===== src/rtl/i2c_xfer_fifo_pkg.sv =====
package i2c_xfer_fifo_pkg;
  localparam int CMD_W  = 9;
  localparam int BYTE_W = 8;
  localparam int RD_BIT = 8;

  // Strobes from control to datapath.
  typedef struct packed {
    logic txPush;
    logic txPop;
    logic rxPush;
    logic rxPop;
    logic flush;
  } fifoStrobes_t;
endpackage


===== src/rtl/i2c_xfer_fifo_ring.sv =====
module i2c_xfer_fifo_ring #(
  parameter int WIDTH = 8,
  parameter int DEPTH = 8,
  localparam int PTR_W = (DEPTH > 1) ? $clog2(DEPTH) : 1,
  localparam int LVL_W = $clog2(DEPTH + 1)
) (
  input  logic             clk,
  input  logic             rst_n,
  input  logic             push,
  input  logic             pop,
  input  logic             flush,
  input  logic [WIDTH-1:0] wrData,
  output logic [WIDTH-1:0] rdData,
  output logic [LVL_W-1:0] level
);
  logic [WIDTH-1:0] mem [DEPTH];
  logic [PTR_W-1:0] wrPtr, rdPtr;

  function automatic logic [PTR_W-1:0] nextPtr(input logic [PTR_W-1:0] p);
    return (p == PTR_W'(DEPTH - 1)) ? '0 : p + 1'b1;
  endfunction

  always_ff @(posedge clk) begin
    if (push) mem[wrPtr] <= wrData;
  end

  always_ff @(posedge clk or negedge rst_n) begin
    if (!rst_n) begin
      wrPtr <= '0;
      rdPtr <= '0;
      level <= '0;
    end else if (flush) begin
      wrPtr <= '0;
      rdPtr <= '0;
      level <= '0;
    end else begin
      if (push) wrPtr <= nextPtr(wrPtr);
      if (pop)  rdPtr <= nextPtr(rdPtr);
      case ({push, pop})
        2'b10:   level <= level + 1'b1;
        2'b01:   level <= level - 1'b1;
        default: level <= level;
      endcase
    end
  end

  assign rdData = mem[rdPtr];

  // control never pushes into a full ring
  p_no_overflow_r3: assert property (@(posedge clk) disable iff (!rst_n)
    push |-> (level < LVL_W'(DEPTH)));
  // control never pops an empty ring
  p_no_underflow_r5: assert property (@(posedge clk) disable iff (!rst_n)
    pop |-> (level != '0));
  // a flush leaves the ring empty
  p_flush_empties_r11: assert property (@(posedge clk) disable iff (!rst_n)
    flush |=> (level == '0));
endmodule


===== src/rtl/i2c_xfer_fifo_dp.sv =====
module i2c_xfer_fifo_dp
  import i2c_xfer_fifo_pkg::*;
#(
  parameter int TX_DEPTH = 8,
  parameter int RX_DEPTH = 8,
  localparam int TXLW = $clog2(TX_DEPTH + 1),
  localparam int RXLW = $clog2(RX_DEPTH + 1)
) (
  input  logic              clk,
  input  logic              rst_n,
  input  fifoStrobes_t      strb,
  input  logic [CMD_W-1:0]  hostWrData,
  input  logic [BYTE_W-1:0] engRxData,
  output logic [CMD_W-1:0]  txHead,
  output logic [BYTE_W-1:0] rxHead,
  output logic [TXLW-1:0]   txLevel,
  output logic [RXLW-1:0]   rxLevel
);
  i2c_xfer_fifo_ring #(.WIDTH(CMD_W), .DEPTH(TX_DEPTH)) u_txRing (
    .clk(clk), .rst_n(rst_n),
    .push(strb.txPush), .pop(strb.txPop), .flush(strb.flush),
    .wrData(hostWrData), .rdData(txHead), .level(txLevel)
  );

  i2c_xfer_fifo_ring #(.WIDTH(BYTE_W), .DEPTH(RX_DEPTH)) u_rxRing (
    .clk(clk), .rst_n(rst_n),
    .push(strb.rxPush), .pop(strb.rxPop), .flush(strb.flush),
    .wrData(engRxData), .rdData(rxHead), .level(rxLevel)
  );
endmodule


===== src/rtl/i2c_xfer_fifo_ctrl.sv =====
module i2c_xfer_fifo_ctrl
  import i2c_xfer_fifo_pkg::*;
#(
  parameter int TX_DEPTH = 8,
  parameter int RX_DEPTH = 8,
  localparam int TXLW = $clog2(TX_DEPTH + 1),
  localparam int RXLW = $clog2(RX_DEPTH + 1)
) (
  input  logic            clk,
  input  logic            rst_n,
  input  logic            hostWrEn,
  input  logic            hostRdEn,
  input  logic            cmdReady,
  input  logic            engRxValid,
  input  logic            abortFlush,
  input  logic            headIsRead,
  input  logic [TXLW-1:0] txLevel,
  input  logic [RXLW-1:0] rxLevel,
  input  logic [TXLW-1:0] txThresh,
  input  logic [RXLW-1:0] rxThresh,
  output fifoStrobes_t    strb,
  output logic            cmdValid,
  output logic            engRxReady,
  output logic            txEmptyIrq,
  output logic            rxFullIrq,
  output logic            txOverflow,
  output logic            rxOverflow,
  output logic            rxUnderflow
);
  logic [RXLW-1:0] pendReads;
  logic [RXLW:0]   rsvSum;
  logic            txFull, rxFull, rxEmpty, reserveOk, readIssued, claimDone;

  assign txFull    = (txLevel == TXLW'(TX_DEPTH));
  assign rxFull    = (rxLevel == RXLW'(RX_DEPTH));
  assign rxEmpty   = (rxLevel == '0);
  assign rsvSum    = {1'b0, rxLevel} + {1'b0, pendReads};
  assign reserveOk = rsvSum < (RXLW + 1)'(RX_DEPTH);

  assign cmdValid   = (txLevel != '0) && !abortFlush && (!headIsRead || reserveOk);
  assign engRxReady = !rxFull;

  always_comb begin
    strb        = '0;
    strb.flush  = abortFlush;
    strb.txPush = hostWrEn && !txFull && !abortFlush;
    strb.txPop  = cmdValid && cmdReady;
    strb.rxPush = engRxValid && !rxFull && !abortFlush;
    strb.rxPop  = hostRdEn && !rxEmpty && !abortFlush;
  end

  assign readIssued = strb.txPop && headIsRead;
  assign claimDone  = strb.rxPush && ((pendReads != '0) || readIssued);

  always_ff @(posedge clk or negedge rst_n) begin
    if (!rst_n) begin
      pendReads <= '0;
    end else if (abortFlush) begin
      pendReads <= '0;
    end else begin
      pendReads <= pendReads + RXLW'(readIssued) - RXLW'(claimDone);
    end
  end

  always_ff @(posedge clk or negedge rst_n) begin
    if (!rst_n) begin
      txOverflow  <= 1'b0;
      rxOverflow  <= 1'b0;
      rxUnderflow <= 1'b0;
    end else begin
      txOverflow  <= hostWrEn && txFull && !abortFlush;
      rxOverflow  <= engRxValid && rxFull && !abortFlush;
      rxUnderflow <= hostRdEn && rxEmpty;
    end
  end

  assign txEmptyIrq = (txLevel <= txThresh);
  assign rxFullIrq  = (rxLevel > rxThresh);

  // received bytes plus outstanding claims never exceed receive capacity
  p_reserve_bound_r10: assert property (@(posedge clk) disable iff (!rst_n)
    rsvSum <= (RXLW + 1)'(RX_DEPTH));
  // a dropped write leaves the full transmit level intact
  p_tx_drop_keeps_r3: assert property (@(posedge clk) disable iff (!rst_n)
    (hostWrEn && txFull && !abortFlush && !(cmdValid && cmdReady)) |=> (txLevel == TXLW'(TX_DEPTH)));
  // a dropped byte leaves the full receive level intact
  p_rx_drop_keeps_r6: assert property (@(posedge clk) disable iff (!rst_n)
    (engRxValid && rxFull && !abortFlush && !hostRdEn) |=> (rxLevel == RXLW'(RX_DEPTH)));
endmodule


===== src/rtl/i2c_xfer_fifo.sv =====
module i2c_xfer_fifo
  import i2c_xfer_fifo_pkg::*;
#(
  parameter int TX_DEPTH = 8,
  parameter int RX_DEPTH = 8,
  localparam int TXLW = $clog2(TX_DEPTH + 1),
  localparam int RXLW = $clog2(RX_DEPTH + 1)
) (
  input  logic            clk,
  input  logic            rst_n,
  input  logic            hostWrEn,
  input  logic [8:0]      hostWrData,
  input  logic            hostRdEn,
  output logic [7:0]      hostRdData,
  input  logic [TXLW-1:0] txThresh,
  input  logic [RXLW-1:0] rxThresh,
  output logic [TXLW-1:0] txLevel,
  output logic [RXLW-1:0] rxLevel,
  output logic            txEmptyIrq,
  output logic            rxFullIrq,
  output logic            txOverflow,
  output logic            rxOverflow,
  output logic            rxUnderflow,
  output logic            cmdValid,
  input  logic            cmdReady,
  output logic [8:0]      cmdData,
  input  logic            engRxValid,
  output logic            engRxReady,
  input  logic [7:0]      engRxData,
  input  logic            abortFlush
);
  fifoStrobes_t      strb;
  logic [CMD_W-1:0]  txHead;
  logic [BYTE_W-1:0] rxHead;

  i2c_xfer_fifo_ctrl #(.TX_DEPTH(TX_DEPTH), .RX_DEPTH(RX_DEPTH)) u_ctrl (
    .clk(clk), .rst_n(rst_n),
    .hostWrEn(hostWrEn), .hostRdEn(hostRdEn), .cmdReady(cmdReady),
    .engRxValid(engRxValid), .abortFlush(abortFlush),
    .headIsRead(txHead[RD_BIT]),
    .txLevel(txLevel), .rxLevel(rxLevel),
    .txThresh(txThresh), .rxThresh(rxThresh),
    .strb(strb), .cmdValid(cmdValid), .engRxReady(engRxReady),
    .txEmptyIrq(txEmptyIrq), .rxFullIrq(rxFullIrq),
    .txOverflow(txOverflow), .rxOverflow(rxOverflow), .rxUnderflow(rxUnderflow)
  );

  i2c_xfer_fifo_dp #(.TX_DEPTH(TX_DEPTH), .RX_DEPTH(RX_DEPTH)) u_dp (
    .clk(clk), .rst_n(rst_n), .strb(strb),
    .hostWrData(hostWrData), .engRxData(engRxData),
    .txHead(txHead), .rxHead(rxHead),
    .txLevel(txLevel), .rxLevel(rxLevel)
  );

  assign cmdData    = txHead;
  assign hostRdData = (rxLevel != '0) ? rxHead : '0;
endmodule


===== config.mk =====
export PLATFORM = sky130hd
export DESIGN_NAME = i2c_xfer_fifo
export DESIGN_NICKNAME = d
export VERILOG_FILES = /design/src/rtl/i2c_xfer_fifo_pkg.sv /design/src/rtl/i2c_xfer_fifo_ring.sv /design/src/rtl/i2c_xfer_fifo_dp.sv /design/src/rtl/i2c_xfer_fifo_ctrl.sv /design/src/rtl/i2c_xfer_fifo.sv
export SDC_FILE = /design/constraint.sdc
export NUM_CORES = 1
export LEC_CHECK = 0
export BUFFER_PORTS_ARGS = -buffer_cell sky130_fd_sc_hd__buf_2
export CELL_PAD_IN_SITES_DETAIL_PLACEMENT = 0
export CELL_PAD_IN_SITES_GLOBAL_PLACEMENT = 2
export CORE_MARGIN = 2
export CORE_UTILIZATION = 40
export DETAILED_ROUTE_END_ITERATION = 7
export PLACE_DENSITY = 0.81
export SETUP_SLACK_MARGIN = 0.02
export SLEW_MARGIN = 25
export SYNTH_ARGS = -nofsm -noshare
export SYNTH_HDL_FRONTEND = slang
export SYNTH_SLANG_ARGS = --single-unit

===== constraint.sdc =====
create_clock -name clk -period 2.6 [get_ports clk]
set_input_delay 0.13 -clock clk [delete_from_list [all_inputs] [get_ports clk]]
set_output_delay 0.13 -clock clk [all_outputs]
set_load 0.03 [all_outputs]

# Yosys cells after proc, flatten, opt, wreduce, memory -nomap -nowiden
# Memory sizes are Yosys's and may differ from the RTL's.
# Index checks and enable logic that the tools add are counted.
[op_classes] add_sub_neg=11 order_cmp=3 n_eq_ne=10 n_mux=22 reduce_logical=33
[op_table] cell="3-bit two-way mux" count=12
[op_table] cell="1-bit logical AND" count=16
[op_table] cell="4-bit case mux with 2 select lines" count=2
[op_table] cell="3-bit by 1-bit adder with 3-bit output, second input constant" count=4
[op_table] cell="3-bit equality test, second input constant" count=4
[op_table] cell="4-bit two-way mux" count=3
[op_table] cell="4-bit nonzero test" count=3
[op_table] cell="4-bit by 1-bit adder with 4-bit output, second input constant" count=2
[op_table] cell="4-bit equality test, second input constant" count=2
[op_table] cell="8-bit two-way mux" count=1
[op_table] cell="2-bit nonzero test" count=4
[op_table] cell="4-bit by 1-bit subtractor with 4-bit output, second input constant" count=2
[op_table] cell="3-bit nonzero test" count=2
[op_table] cell="4-bit by 4-bit adder with 5-bit output" count=1
[op_table] cell="1-bit logical NOT" count=5
[op_table] cell="5-bit by 4-bit < comparator with 1-bit output, second input constant" count=1
[op_table] cell="4-bit by 1-bit adder with 4-bit output" count=1
[op_table] cell="2-bit by 1-bit equality test with 1-bit output, second input constant" count=2
[op_table] cell="2-bit equality test, second input constant" count=2
[op_table] cell="4-bit > comparator" count=1
[op_table] cell="4-bit less-or-equal comparator" count=1
[op_table] cell="4-bit logical NOT" count=1
[op_table] cell="1-bit two-way mux" count=4
[op_table] cell="4-bit by 1-bit subtractor with 4-bit output" count=1
[op_table] cell="1-bit logical OR" count=2
[totals] ff_bits=27 ramBits=136 input_bits=32 out_inout_bits=32 word_cells=91 memories=2
[mem_list] memory="u_dp.u_txRing.mem" words=8 word_bits=9 read_ports=1 rd_clocked_by_memory_dff=0 wr=1 line="i2c_xfer_fifo_ring.sv:16" text="logic [WIDTH-1:0] mem [DEPTH];"
[mem_list] memory="u_dp.u_rxRing.mem" words=8 word_bits=8 read_ports=1 rd_clocked_by_memory_dff=0 wr=1 line="i2c_xfer_fifo_ring.sv:16"

# Depth between registers and ports, before layout
[logic_depth] word_depth=10 depth_mapped=15 depth_no_buf=13

# Cells and area by module
# From an unflattened synthesis, not the netlist that was laid out.
[unflattened] hier_cells=442 area_unflattened_um2=7448.4
[by_module_without_submodules] mod="i2c_xfer_fifo_ring (u_dp.u_txRing)" instances=1 cells_each=179 area_per_inst_um2=3442.1 seq_area_each_um2=2412.3
[by_module_without_submodules] mod="i2c_xfer_fifo_ring (u_dp.u_rxRing)" instances=1 cells_each=168 area_per_inst_um2=3145.5 seq_area_each_um2=2172.1
[by_module_without_submodules] mod="i2c_xfer_fifo_ctrl" instances=1 cells_each=83 area_per_inst_um2=740.7 seq_area_each_um2=175.2
[by_module_without_submodules] mod="i2c_xfer_fifo" instances=1 cells_each=12 area_per_inst_um2=120.1 seq_area_each_um2=0.0

# Least setup slack after synthesis
# OpenSTA, ideal clock, no wires.
[synth_path] path_type="register to register" start="reg u_dp.u_rxRing.level[2]" end="reg u_ctrl.pendReads[1]" setup_time_ns=0.130 arrival_ns=2.912 t_required_ns=2.470 setup_slack_ns=-0.442 stages_incl_launch_ff=12 n_path_buf=0 period_less_slack_ns=3.042 cell_sequence="dfrtp_1 ha_1 a2111oi_0 and2_1 and3_1 nor4b_1 nor3_1 ha_1 inv_1 ha_1 fa_1 nor2b_1"
[synth_between] elab_chain_cells=10 elab_cells_between_ends=15 cone_classes="add/sub (3); order compare (1); eq/ne (1); mux (1); reduce/logical (9)"
[synth_lines] item="from (decl)" line="i2c_xfer_fifo_ring.sv:14" text="output logic [LVL_W-1:0] level"
[synth_lines] item="from (signal assigned)" line="i2c_xfer_fifo_ring.sv:40" text="2'b10: level <= level + 1'b1;"
[synth_lines] item="from (signal assigned)" line="i2c_xfer_fifo_ring.sv:41" text="2'b01: level <= level - 1'b1;"
[synth_lines] item="from (signal assigned)" line="i2c_xfer_fifo_ring.sv:42" text="default: level <= level;"
[synth_lines] item="parallel branches: the longest is 8 deep, another holds 4-bit by 4-bit adder with 5-bit output"
[synth_lines] item="4-bit by 1-bit subtractor with 4-bit output *" line="i2c_xfer_fifo_ctrl.sv:61" text="pendReads <= pendReads + RXLW'(readIssued) - RXLW'(claimDone);"
[synth_lines] item="4-bit two-way mux *" line="i2c_xfer_fifo_ctrl.sv:58" text="end else if (abortFlush) begin"
[synth_lines] item="to (signal assigned)" line="i2c_xfer_fifo_ctrl.sv:61"
[synth_lines] item="to (decl)" line="i2c_xfer_fifo_ctrl.sv:30" text="logic [RXLW-1:0] pendReads;"
# Mark *: on every way between the ends.
# A chain may end at the register's enable or synchronous reset.

# Worst setup path after layout
[layout_path] start="reg u_dp.u_txRing.level[0]" end="reg u_ctrl.pendReads[1]"
[layout_between] elab_chain_cells=9 elab_cells_between_ends=10 cone_classes="add/sub (2); mux (1); reduce/logical (7)"
[layout_lines] item="from (decl)" line="i2c_xfer_fifo_ring.sv:14"
[layout_lines] item="from (signal assigned)" line="i2c_xfer_fifo_ring.sv:40"
[layout_lines] item="from (signal assigned)" line="i2c_xfer_fifo_ring.sv:41"
[layout_lines] item="from (signal assigned)" line="i2c_xfer_fifo_ring.sv:42"
[layout_lines] item="4-bit nonzero test *" line="i2c_xfer_fifo_ctrl.sv:40" text="assign cmdValid = (txLevel != '0) && !abortFlush && (!headIsRead || reserveOk);"
[layout_lines] item="1-bit logical AND * (2 in a row)" line="i2c_xfer_fifo_ctrl.sv:40"
[layout_lines] item="1-bit logical AND *" line="i2c_xfer_fifo_ctrl.sv:47" text="strb.txPop = cmdValid && cmdReady;"
[layout_lines] item="1-bit logical AND *" line="i2c_xfer_fifo_ctrl.sv:52" text="assign readIssued = strb.txPop && headIsRead;"
[layout_lines] item="parallel branches: the longest is 2 deep, another holds 4-bit by 1-bit adder with 4-bit output"
[layout_lines] item="4-bit by 1-bit subtractor with 4-bit output *" line="i2c_xfer_fifo_ctrl.sv:61"
[layout_lines] item="4-bit two-way mux *" line="i2c_xfer_fifo_ctrl.sv:58"
# Marked as above.

==> flow_summary.toml <==
[status]
status = "finished, violations left"
violations = "setup timing"

[sta]
whs_ns = 0.03866
fin_ws_ns = -0.1880
worst_pin_slew_ns = 0.6556
setup_viol = 4
clock_skew_ns = 0.01342
relSlewSlack_pct = 56.30
hold_viol = 0
fin_crit_ns = 2.788
fin_crit_sh_pct = 107.2
slew_violations = 0
rsz0062_at_grt = "yes"
setup-tns-final_ns = -0.5451
fmax_mhz = 358.7

[detailed_routing]
first_pass_iters = 4
drc = 0
vias = 4136
wl_per_cell_um = 17.69
wirelength_um = 14370
ant_nets = 0
routed_via_density = 5.094
drtIter0Drc = 231

[placement]
portBuffers = 63
dp_hpwl_um = 9370
place.gp.congestion = 0.7587
place_area_sq_mm = 0.008209
placed_cells = 756

[final_layout]
drive_gt1_share_pct = 39.45
ff_latch_area_sq_mm = 0.004768
multi_input_area_sq_mm = 0.002537
final_nets = 633
most-common-layout-cells = "edfxtp_1 (136), buf_2 (63), buf_4 (50), nor2_1 (31), mux4_2 (27)"
instances_no_fill = 812
layout_commonest_cell = "edfxtp_1"
area_growth_pct = 26.02
n_antenna_cell = 0
n_fill_cell = 1502
final_area_sq_mm = 0.009150

[clock_network]
numCtsBuffers = 17
insertion_delay_ns = 0.42
cts_num_sinks = 163
cts_root_buf = "clkbuf_16"
htreeDepth = 4
cts_buffer_depth = 2
tritoncts = "built"
cts.clk_slew.worst_paths_ns = 0.07

[synthesis]
synth-seq-cells = 163
synth.avg_cell_area_sq_um = 16.65
yosys_warnings = 0
syn_inst = 436
ys_seq_area_share_pct = 65.55
synth_top_area_share_pct = 56.25
syn_nets = 499
ys_types = 53
syn_area_sq_mm = 0.007261
synth_flop_cell = "edfxtp_1"
yosys.area.top_type = "edfxtp_1"
async_flop_share_pct = 16.56
synthTopCellsByArea = "edfxtp_1 (56%), dfrtp_1 (9.3%), mux4_2 (8.4%)"
synth_edf_count = 136

[pwr]
irDropWorstVdd_uv = 478.9
p_per_area_mw_per_mm2 = 912.7
p_leak_nw = 3.447

[global_routing]
grt_pass1_vias = 4322
grt_antenna_before_repair = 0
grt_pass1_wl_um = 22910
grt_max_degree = 36
grt_use_total_pct = 15.49
grt_overflow = 0

[worst_setup_path]
start_kind = "flip-flop"
worstPathRequired_ns = 2.96
crit_path_end_kind = "flip-flop"
cp.arrival_ns = 3.14
worst-setup-path-type = "reg2reg"
crit_path_max_fanout = 3

[floorplanning]
start_util_pct = 40.56
die_area_sq_mm = 0.01925
num_rows = 49
die-height_um = 138.7
ios = 64
core-area_sq_mm = 0.01790
die_x_um = 138.7

[run]
maxCapViolations = 0

[worst_hold_path]
worstHoldPathType = "in2reg"
==> power by group <==
| group | internal, mW | switching, mW |
|---|---|---|
| Combinational | 1.33 | 1.56 |
| Sequential | 2.99 | 0.115 |
| Clock | 1.27 | 1.09 |
==> through the flow <==
stage / power, mW / worst slack, ns / utilization (%)
after floorplan: 5.124 / -0.2096 / -
after global placement: 5.823 / -0.1305 / 45.86
after detailed placement: 5.879 / -0.1584 / 45.86
after CTS: 8.342 / -0.1563 / 50.52
after global routing: 8.804 / -0.2799 / 51.11
final: 8.352 / -0.1880 / 51.11
==> critical path, stage by stage (launching register included) <==
cell	delay [ns]
dfrtp_2	0.40
or4_4	0.54
and2_4	0.16
and3_4	0.17
nor4b_4	0.23
nor3_2	0.08
ha_2	0.34
inv_2	0.04
ha_4	0.16
fa_2	0.50
nor2b_1	0.11
==> registers in the layout (all words and copies together) (netlist names) <==
register             flops
u_dp.u_txRing.level      4
u_dp.u_rxRing.wrPtr      3
u_dp.u_rxRing.mem       64
u_ctrl.txOverflow        1
u_dp.u_txRing.wrPtr      3
u_ctrl.rxUnderflow       1
u_dp.u_rxRing.level      4
u_dp.u_txRing.mem       72
u_dp.u_txRing.rdPtr      3
u_ctrl.pendReads         4
u_dp.u_rxRing.rdPtr      3
u_ctrl.rxOverflow        1
==> layer usage <==
metal / routed length, um / share of wire (%) / vias up / GRT usage (%)
met1: 6605 / 46 / 2098 / 20.10
met4: 218 / 1.5 / 0 / 5.263
li1: - / - / 1965 / -
met3: 382 / 2.7 / 13 / 3.384
met2: 7160 / 50 / 60 / 26.06
met5: 0 / 0 / - / 0
==> synth_stat cells (5+ instances only) <==
cell type	instances
mux2i_1	17
dfrtp_1	27
nor2_1	34
o21ai_0	7
edfxtp_1	136
nand2_1	7
nor2b_1	6
a21oi_1	13
nor3_1	9
mux4_2	27
ha_1	28
nand2b_1	12
mux4_1	6
inv_1	19
clkbuf_1	7
mux2_2	8
buf_2	5
==> logic make-up (layout without fill, tap and decap cells) <==
group	after synthesis	count (layout)	share of synthesized area, %
DFF	163	163	65.55
and+or+nand+nor	98	98	7.445
muxes	58	58	14.13
buffers and inverters	40	187	2.843
AOI/OAI and AO/OA	38	38	3.412
adders and majority gates	31	31	5.652
xor gates and xnor gates	8	8	0.9649
==> cell type report <==
class | instances | area share [%]
timing repair buffer | 135 | 9.982
inverter | 20 | 0.8205
clock inverter | 14 | 1.532
multi-input combinational | 233 | 27.73
clock buffer | 18 | 4.690
sequential | 163 | 52.11
tap | 229 | 3.131
==> worst paths after layout <==
| check | slack, ns | to | start | cells past startpoint |
|---|---|---|---|---|
| setup / recovery | -0.19 | u_ctrl.pendReads[1] | u_dp.u_txRing.level[0] | 10 |
| hold reg to reg | 0.60 | u_dp.u_rxRing.wrPtr[0] | u_dp.u_rxRing.wrPtr[0] | 2 |
| hold / removal | 0.04 | u_dp.u_txRing.level[3] | cmdReady | 3 |
| min in group asynchronous | 0.28 | u_ctrl.rxOverflow | rst_n | 2 |
| setup reg to reg | -0.19 | u_ctrl.pendReads[1] | u_dp.u_txRing.level[0] | 10 |
| max in group asynchronous | 1.85 | u_dp.u_rxRing.level[0] | rst_n | 2 |
==> timing repair <==
item                                   in CTS  in global routing
buffers inserted                            2                  2
setup endpoints to repair                  19                  7
pin swaps                                  10                 14
cloned                                      0                  0
endpoints found under the hold margin     166                  0
gates resized for setup                    11                 17
hold buffers                               20                  0
Power figures use the tool's default switching activity.
